File: src/rtl/dma_chan_pkg.sv
package dma_chan_pkg;

  typedef enum logic [1:0] {
    STEP_HOLD = 2'd0,
    STEP_INC  = 2'd1,
    STEP_DEC  = 2'd2,
    STEP_RSVD = 2'd3
  } step_e;

  // control word bits [7:0], MSB first
  typedef struct packed {
    logic  fly;       // [7] single-cycle fly-by style
    logic  tgt_mem;   // [6] target lives in memory space
    logic  req_mem;   // [5] requester lives in memory space
    logic  dir;       // [4] 1 = target is the source
    step_e tgt_step;  // [3:2]
    step_e req_step;  // [1:0]
  } ctrl_t;

  localparam int CTRL_W  = $bits(ctrl_t);
  localparam int ARM_BIT = CTRL_W;

  localparam logic [2:0] SEL_REQ_ADDR = 3'd0;
  localparam logic [2:0] SEL_TGT_ADDR = 3'd1;
  localparam logic [2:0] SEL_COUNT    = 3'd2;
  localparam logic [2:0] SEL_CTRL     = 3'd3;
  localparam logic [2:0] SEL_SWREQ    = 3'd4;

  typedef enum logic [1:0] {
    ST_IDLE   = 2'd0,
    ST_FIRST  = 2'd1,
    ST_SECOND = 2'd2
  } seq_st_e;

endpackage

File: src/rtl/dma_addr_step.sv
module dma_addr_step
  import dma_chan_pkg::*;
#(
  parameter int AW = 16
) (
  input  logic [AW-1:0] addr_i,
  input  step_e         mode_i,
  output logic [AW-1:0] addr_o
);

  always_comb begin
    case (mode_i)
      STEP_INC: addr_o = addr_i + AW'(1);
      STEP_DEC: addr_o = addr_i - AW'(1);
      default:  addr_o = addr_i;
    endcase
  end

endmodule

File: src/rtl/dma_chan_regs.sv
module dma_chan_regs
  import dma_chan_pkg::*;
#(
  parameter int AW = 16,
  parameter int CW = 16,
  parameter int DW = 32
) (
  input  logic          clk,
  input  logic          rst,
  input  logic          wr_en,
  input  logic [2:0]    wr_sel,
  input  logic [DW-1:0] wr_data,
  input  logic          step_i,
  input  logic          err_i,
  input  logic [AW-1:0] req_nx_i,
  input  logic [AW-1:0] tgt_nx_i,
  output ctrl_t         ctrl_o,
  output logic [AW-1:0] req_addr_o,
  output logic [AW-1:0] tgt_addr_o,
  output logic          armed_o,
  output logic          swreq_o,
  output logic          done_o,
  output logic          err_o
);

  logic [CW-1:0] count_q;

  always_ff @(posedge clk) begin
    if (rst) begin
      ctrl_o     <= '0;
      req_addr_o <= '0;
      tgt_addr_o <= '0;
      count_q    <= '0;
      armed_o    <= 1'b0;
      swreq_o    <= 1'b0;
      done_o     <= 1'b0;
      err_o      <= 1'b0;
    end else begin
      if (step_i) begin
        req_addr_o <= req_nx_i;
        tgt_addr_o <= tgt_nx_i;
        count_q    <= count_q - CW'(1);
        if (count_q == '0) begin
          done_o  <= 1'b1;
          armed_o <= 1'b0;
          swreq_o <= 1'b0;
        end
      end
      if (err_i) begin
        err_o   <= 1'b1;
        armed_o <= 1'b0;
        swreq_o <= 1'b0;
      end
      if (wr_en) begin
        case (wr_sel)
          SEL_REQ_ADDR: req_addr_o <= wr_data[AW-1:0];
          SEL_TGT_ADDR: tgt_addr_o <= wr_data[AW-1:0];
          SEL_COUNT:    count_q    <= wr_data[CW-1:0];
          SEL_CTRL: begin
            ctrl_o  <= ctrl_t'(wr_data[CTRL_W-1:0]);
            armed_o <= wr_data[ARM_BIT];
            done_o  <= 1'b0;
            err_o   <= 1'b0;
            swreq_o <= 1'b0;
          end
          SEL_SWREQ: if (wr_data[0] && armed_o) swreq_o <= 1'b1;
          default: ;
        endcase
      end
    end
  end

endmodule

File: src/rtl/dma_chan_seq.sv
module dma_chan_seq
  import dma_chan_pkg::*;
#(
  parameter int AW = 16
) (
  input  logic          clk,
  input  logic          rst,
  input  ctrl_t         ctrl_i,
  input  logic [AW-1:0] req_addr_i,
  input  logic [AW-1:0] tgt_addr_i,
  input  logic          armed_i,
  input  logic          request_i,
  input  logic          bus_ack_i,
  output logic          step_o,
  output logic          err_o,
  output logic          bus_req_o,
  output logic [AW-1:0] bus_addr_o,
  output logic          bus_wr_o,
  output logic          bus_mem_o,
  output logic          bus_flyby_o,
  output logic          busy_o
);

  seq_st_e       st_q;
  logic          bad_cfg, go;
  logic [AW-1:0] src_addr, dst_addr;
  logic          src_mem, dst_mem;

  assign bad_cfg  = ctrl_i.fly & (ctrl_i.req_mem | ~ctrl_i.tgt_mem);
  assign go       = (st_q == ST_IDLE) & armed_i & request_i;
  assign err_o    = go & bad_cfg;
  assign src_addr = ctrl_i.dir ? tgt_addr_i : req_addr_i;
  assign dst_addr = ctrl_i.dir ? req_addr_i : tgt_addr_i;
  assign src_mem  = ctrl_i.dir ? ctrl_i.tgt_mem : ctrl_i.req_mem;
  assign dst_mem  = ctrl_i.dir ? ctrl_i.req_mem : ctrl_i.tgt_mem;
  assign step_o   = bus_req_o & bus_ack_i &
                    (((st_q == ST_FIRST) & bus_flyby_o) | (st_q == ST_SECOND));
  assign busy_o   = (st_q != ST_IDLE);

  always_ff @(posedge clk) begin
    if (rst) begin
      st_q        <= ST_IDLE;
      bus_req_o   <= 1'b0;
      bus_addr_o  <= '0;
      bus_wr_o    <= 1'b0;
      bus_mem_o   <= 1'b0;
      bus_flyby_o <= 1'b0;
    end else begin
      case (st_q)
        ST_IDLE: begin
          if (go && !bad_cfg) begin
            st_q        <= ST_FIRST;
            bus_req_o   <= 1'b1;
            bus_flyby_o <= ctrl_i.fly;
            if (ctrl_i.fly) begin
              bus_addr_o <= tgt_addr_i;
              bus_mem_o  <= 1'b1;
              bus_wr_o   <= ~ctrl_i.dir;
            end else begin
              bus_addr_o <= src_addr;
              bus_mem_o  <= src_mem;
              bus_wr_o   <= 1'b0;
            end
          end
        end
        ST_FIRST: begin
          if (bus_ack_i) begin
            if (bus_flyby_o) begin
              bus_req_o <= 1'b0;
              st_q      <= ST_IDLE;
            end else begin
              st_q       <= ST_SECOND;
              bus_addr_o <= dst_addr;
              bus_mem_o  <= dst_mem;
              bus_wr_o   <= 1'b1;
            end
          end
        end
        ST_SECOND: begin
          if (bus_ack_i) begin
            bus_req_o <= 1'b0;
            st_q      <= ST_IDLE;
          end
        end
        default: st_q <= ST_IDLE;
      endcase
    end
  end

endmodule

File: src/rtl/dma_chan_top.sv
module dma_chan_top
  import dma_chan_pkg::*;
#(
  parameter int AW = 16,
  parameter int CW = 16,
  parameter int DW = 32
) (
  input  logic          clk,
  input  logic          rst,
  input  logic          cfg_we_i,
  input  logic [2:0]    cfg_sel_i,
  input  logic [DW-1:0] cfg_wdata_i,
  input  logic          drq_i,
  output logic          bus_req_o,
  output logic [AW-1:0] bus_addr_o,
  output logic          bus_wr_o,
  output logic          bus_mem_o,
  output logic          bus_flyby_o,
  input  logic          bus_ack_i,
  output logic          busy_o,
  output logic          done_o,
  output logic          cfg_err_o
);

  localparam int NPTR = 2;  // requester and target address pointers

  ctrl_t         ctrl;
  logic [AW-1:0] req_addr, tgt_addr;
  logic          armed, swreq, step, err_set;
  logic [AW-1:0] cur_addr [NPTR];
  logic [AW-1:0] nxt_addr [NPTR];
  step_e         mode     [NPTR];

  assign cur_addr[0] = req_addr;
  assign cur_addr[1] = tgt_addr;
  assign mode[0]     = ctrl.req_step;
  assign mode[1]     = ctrl.tgt_step;

  for (genvar g = 0; g < NPTR; g++) begin : g_step
    dma_addr_step #(.AW(AW)) step_i (
      .addr_i (cur_addr[g]),
      .mode_i (mode[g]),
      .addr_o (nxt_addr[g])
    );
  end

  dma_chan_regs #(.AW(AW), .CW(CW), .DW(DW)) regs_i (
    .clk        (clk),
    .rst        (rst),
    .wr_en      (cfg_we_i),
    .wr_sel     (cfg_sel_i),
    .wr_data    (cfg_wdata_i),
    .step_i     (step),
    .err_i      (err_set),
    .req_nx_i   (nxt_addr[0]),
    .tgt_nx_i   (nxt_addr[1]),
    .ctrl_o     (ctrl),
    .req_addr_o (req_addr),
    .tgt_addr_o (tgt_addr),
    .armed_o    (armed),
    .swreq_o    (swreq),
    .done_o     (done_o),
    .err_o      (cfg_err_o)
  );

  dma_chan_seq #(.AW(AW)) seq_i (
    .clk         (clk),
    .rst         (rst),
    .ctrl_i      (ctrl),
    .req_addr_i  (req_addr),
    .tgt_addr_i  (tgt_addr),
    .armed_i     (armed),
    .request_i   (drq_i | swreq),
    .bus_ack_i   (bus_ack_i),
    .step_o      (step),
    .err_o       (err_set),
    .bus_req_o   (bus_req_o),
    .bus_addr_o  (bus_addr_o),
    .bus_wr_o    (bus_wr_o),
    .bus_mem_o   (bus_mem_o),
    .bus_flyby_o (bus_flyby_o),
    .busy_o      (busy_o)
  );

endmodule

File: config.mk
export PLATFORM = sky130hd
export DESIGN_NAME = dma_chan_top
export DESIGN_NICKNAME = d
export VERILOG_FILES = /design/src/rtl/dma_chan_pkg.sv /design/src/rtl/dma_addr_step.sv /design/src/rtl/dma_chan_regs.sv /design/src/rtl/dma_chan_seq.sv /design/src/rtl/dma_chan_top.sv
export SDC_FILE = /design/constraint.sdc
export NUM_CORES = 1
export LEC_CHECK = 0
export BUFFER_PORTS_ARGS = -buffer_cell sky130_fd_sc_hd__buf_4
export CORE_AREA = 2 2 102 104
export DETAILED_ROUTE_END_ITERATION = 7
export DIE_AREA = 0 0 104 106
export PLACE_DENSITY = 0.79
export RECOVER_POWER = 25
export SLEW_MARGIN = 30
export SYNTH_ARGS = -nofsm -noshare
export SYNTH_HDL_FRONTEND = slang
export SYNTH_SLANG_ARGS = --single-unit
File: constraint.sdc
create_clock -name clk -period 4.45 [get_ports clk]
set_clock_uncertainty 0.1 [all_clocks]
set_input_delay 0.445 -clock clk [delete_from_list [all_inputs] [get_ports clk]]
set_output_delay 0.445 -clock clk [all_outputs]
set_load 0.05 [all_outputs]
==> impl_summary.md <==
Synthesis
Of the total synthesized cell area, the portion taken by full adders, half adders and majority gates is 0.0260. In the synthesized netlist the dominant register cell turns out to be sky130_fd_sc_hd__dfxtp_1. In this run, synthesis inferred 0 flip-flops with an integrated enable.

Measured against the total synthesized area, the mux share comes to 0.0436. The number of warning messages in the yosys log is 0. In this run, synthesis produced a sequential element count of 82. The distinct cell type count after synthesis is 73.

The post-synthesis simple-gate area fraction is 0.255. The number of nets in the synthesized netlist is 793. After synthesis, the largest family of logic cells by area is compound AO/OA/AOI/OAI gates. The share of the Yosys chip area taken by registers is 0.285. Synthesis produced 741 cells. Of the total synthesized cell area, the portion taken by XOR and XNOR cells is 0.0547.

The area of the mapped netlist is between 5000 and 6000 um^2. The post-synthesis compound-gate area fraction is 0.273. A synthesized cell averages 7.78 um^2.

The fraction of registers with async set/reset is 0.

Timing
At the pin with the least slew margin, the transition time is 869 ps. Headroom to the max-slew limit came out at 0.406. The max-slew violation count is 0.

After routing, the total negative slack on setup checks comes to 0 ps. After layout, the worst setup slack is ~1100 ps. Setup repair after global routing left no endpoint under its margin. Static timing analysis puts the maximum clock frequency at 0.302 GHz. The time the worst path needs with I/O delays and setup is 3310 ps. The final hold violation count is 0. Hold is met by about 280 ps. Setup violations remaining at the end of the flow were counted as 0. In the finished design, the share of the clock period the worst path needs comes to 0.743.

Routing
The wire length on met1 is 6860 um. For this run, the detailed router's first-pass iteration total came to 5. Dividing the detail-routed wire length by the instance count gives 18.1 um.

Summing over every cut layer, the via total after detailed routing is 5707. The count of nets left with antenna violations once routing finished came out at 0. The highest metal layer carrying signal wires in the routed design is met4.

Detailed routing placed a total of 1170 um of wire on met3. The first routing iteration left 478 violations. The routed design uses around 7200 um of met2 wire. The number of vias per cell after detailed routing is 6.51. Summed over all layers, the routed wires come to 15800 um. In the routed design, unresolved DRC markers number 0.

Setup path
The required arrival time at the worst endpoint is between 4000 and 5000 ps. The setup check on the worst reg-to-reg path leaves a slack of 1140 ps. The maximum fanout count along the critical path is 27. The capturing element of the worst setup path is regs_i.req_addr_o[13].

Counting cells, the worst reg-to-reg path comes to 9. The worst setup path is of the reg -> reg kind. The reg-to-reg startpoint is regs_i.ctrl_o[0]. STA classifies the critical path startpoint as a flip-flop. The type of destination of the critical path is a flip-flop. The most critical setup path has its startpoint at regs_i.ctrl_o[0].

The arrival time at the worst endpoint is 3480 ps. The worst register-to-register path ends at regs_i.req_addr_o[13].

Power and ir drop
The cell leakage power is about 2.0 nW. Power spread over the standard cell area amounts to 388 nW/um^2. The worst supply voltage drop on vdd is 279 uV. The power after layout is 2.41 mW.

CTS
Clock tree synthesis found a total of ~80 sinks. The number of gates resized after cts is 0. Buffers added to address setup during post-CTS repair amount to 0. No sink is reached through more buffers than the 2 on the longest clock path. The latest clock arrival within the worst-skew pair is between 300 and 400 ps. The post-cts hold buffer count is 0. The cell sitting at the root of the clock tree is a sky130_fd_sc_hd__clkbuf_8. In this run the number of H-tree levels came out at 3. The clock tree from TritonCTS is built. The clock edge transition at the registers on the reported setup and hold paths is about 80 ps. Clock tree synthesis inserted a total of 9 buffers.

Placed design
The number of instances in the placed design is ~860. The cell area after placement is 6070 um^2. Summed over all nets, the half-perimeter wirelength after detailed placement is 11100 um. The setup slack at placement is 1210 ps. The congestion estimate from routability-driven global placement came to 0.854. In this run the tool buffered the top-level ports with 46 buffer cells.

Floorplanning
The floorplan die area is 11000 um^2. After floorplanning, the core was sized to cover 10000 um^2. In this run the core area contains 37 standard-cell rows.

The y dimension of the die is ~110 um. The number of placed I/O pins is 63. For this configuration, the core starts out at a cell density of 0.576. The floorplan step set the die width to 104 um.

Hold path
The path type of the worst min-delay path is in -> reg. The startpoint identified for the worst hold timing path is cfg_wdata_i[2].

Finish
Leaving out fill and tap cells, the most frequent cell in the layout is sky130_fd_sc_hd__nor2_1. For this run, the post-layout net count is 789. Compared with the post-synthesis result, the final layout area differs by 7.77%. Excluding fillers, the count of instances in the completed layout stands at 877. In the layout the commonest cells are 89 x sky130_fd_sc_hd__nor2_1, 82 x sky130_fd_sc_hd__dfxtp_1, 48 x sky130_fd_sc_hd__nand2_1.

Summing all non-filler instances in the final layout gives an area of around 6200 um^2. Counting the fill cells in the layout gives about 950. Measured on the finished design, the core utilization comes to 0.621.

The number of antenna cells inserted is 0. Of the cells placed in the final design, the portion with a size suffix greater than 1 is 0.0931.

Global route
The via count of the first global-routing pass is 5262. The wire length of the first global-routing pass is 26000 um. Entering global routing, the biggest net connects 78 pins. Across every metal layer, demand over resource in global routing totals 0.288. The initial antenna violation count is 0. The aggregate global routing overflow is 0.

Status
The flow ran to the end, and the final reports show no timing, DRC or antenna violations.

Flow run
The number of max-cap violations is 0.
[worst min path at each step]
stage,endpoint,slack (ps),cells past startpoint
3_3_place_gp,regs_i.ctrl_o[2],350,2
6_report,regs_i.ctrl_o[2],280,3
3_5_place_dp,regs_i.ctrl_o[2],360,2
5_1_grt,regs_i.count_q[1],280,3
2_1_floorplan,regs_i.ctrl_o[0],340,2
4_1_cts,regs_i.ctrl_o[0],260,3
[power by group]
| part | total [mW] | switching (mW) | internal [mW] | leakage [nW] |
|---|---|---|---|---|
| registers | 0.921 | 0.0825 | 0.839 | 0.666 |
| clock network | 0.606 | 0.290 | 0.315 | 0.106 |
| logic | 0.881 | 0.636 | 0.245 | 1.28 |
| total | 2.41 | 1.01 | 1.40 | 2.05 |
[critical path: stages (launching register included)]
cell	delay [ps]
sky130_fd_sc_hd__dfxtp_1	330
sky130_fd_sc_hd__inv_1	80
sky130_fd_sc_hd__ha_1	500
sky130_fd_sc_hd__buf_4	360
sky130_fd_sc_hd__or3b_2	480
sky130_fd_sc_hd__o22ai_1	320
sky130_fd_sc_hd__o211a_1	240
sky130_fd_sc_hd__nor3_1	70
sky130_fd_sc_hd__or4_1	490
sky130_fd_sc_hd__a311oi_1	260
[sequential cells by signal, indices dropped and copies added, names as in the netlist, 2 cells and up]
signal             count
regs_i.count_q        16
regs_i.req_addr_o     16
regs_i.tgt_addr_o     16
seq_i.bus_addr_o      16
regs_i.ctrl_o          8
seq_i.st_q             2
[area by class of cell]
class | instances | area [um^2] | area share
well taps | 136 | 170 | 0.0274
clock buffers | 9 | 124 | 0.0199
inverters | 21 | 78.8 | 0.0127
repair buffers | 53 | 319 | 0.0514
clock inverters | 6 | 90.1 | 0.0145
flip-flops and latches | 82 | 1640 | 0.264
multi-input cells | 570 | 3790 | 0.610
[cells in the mapped netlist (3+ instances only)]
cell	n	area share
sky130_fd_sc_hd__a221oi_1	3	0.0046
sky130_fd_sc_hd__a21oi_1	34	0.030
sky130_fd_sc_hd__a2bb2oi_1	4	0.0061
sky130_fd_sc_hd__nor4_1	10	0.011
sky130_fd_sc_hd__a21o_1	6	0.0078
sky130_fd_sc_hd__nand2b_1	4	0.0043
sky130_fd_sc_hd__a211oi_1	45	0.059
sky130_fd_sc_hd__buf_2	9	0.0078
sky130_fd_sc_hd__dfxtp_1	82	0.28
sky130_fd_sc_hd__nor3b_1	4	0.0052
sky130_fd_sc_hd__clkbuf_1	54	0.035
sky130_fd_sc_hd__o211ai_1	3	0.0039
sky130_fd_sc_hd__nand2_1	49	0.032
sky130_fd_sc_hd__nand3b_1	6	0.0078
sky130_fd_sc_hd__a311oi_1	18	0.027
sky130_fd_sc_hd__inv_1	20	0.013
sky130_fd_sc_hd__buf_1	3	0.0020
sky130_fd_sc_hd__nor2_1	90	0.059
sky130_fd_sc_hd__xor2_1	14	0.021
sky130_fd_sc_hd__o41ai_1	5	0.0076
sky130_fd_sc_hd__o21ai_0	37	0.032
sky130_fd_sc_hd__nor3_1	21	0.018
sky130_fd_sc_hd__o211a_1	4	0.0069
sky130_fd_sc_hd__or3_1	16	0.017
sky130_fd_sc_hd__o22ai_1	7	0.0076
sky130_fd_sc_hd__and3_1	7	0.0076
sky130_fd_sc_hd__o31ai_1	11	0.014
sky130_fd_sc_hd__nand4_1	4	0.0043
sky130_fd_sc_hd__a22oi_1	5	0.0065
sky130_fd_sc_hd__nand3_1	12	0.010
sky130_fd_sc_hd__and2_1	7	0.0076
sky130_fd_sc_hd__a2111oi_0	3	0.0046
sky130_fd_sc_hd__nand4b_1	4	0.0061
sky130_fd_sc_hd__xnor2_1	22	0.033
sky130_fd_sc_hd__and4b_1	7	0.012
sky130_fd_sc_hd__a32oi_1	6	0.0091
sky130_fd_sc_hd__mux2i_1	24	0.042
sky130_fd_sc_hd__or3b_2	5	0.0076
sky130_fd_sc_hd__or4_1	12	0.016
sky130_fd_sc_hd__o31a_1	6	0.0091
sky130_fd_sc_hd__nor2b_1	6	0.0065
sky130_fd_sc_hd__ha_1	12	0.026
[per-layer routing]
metal	vias up	GRT usage
li1	2768	-
met1	2674	0.380
met2	222	0.453
met3	43	0.0589
met4	0	0.134
met5	-	0
[logic make-up (layout without fill, tap and decap cells)]
kind of cell    count (synthesis)  count (layout)
simple gates                  277             277
buf+inv                        89              89
fa+ha+maj                      12              12
mux                            25              25
xor+xnor                       36              36
flops                          82              82
compound gates                220             220
(Power assumes the default switching activity.)
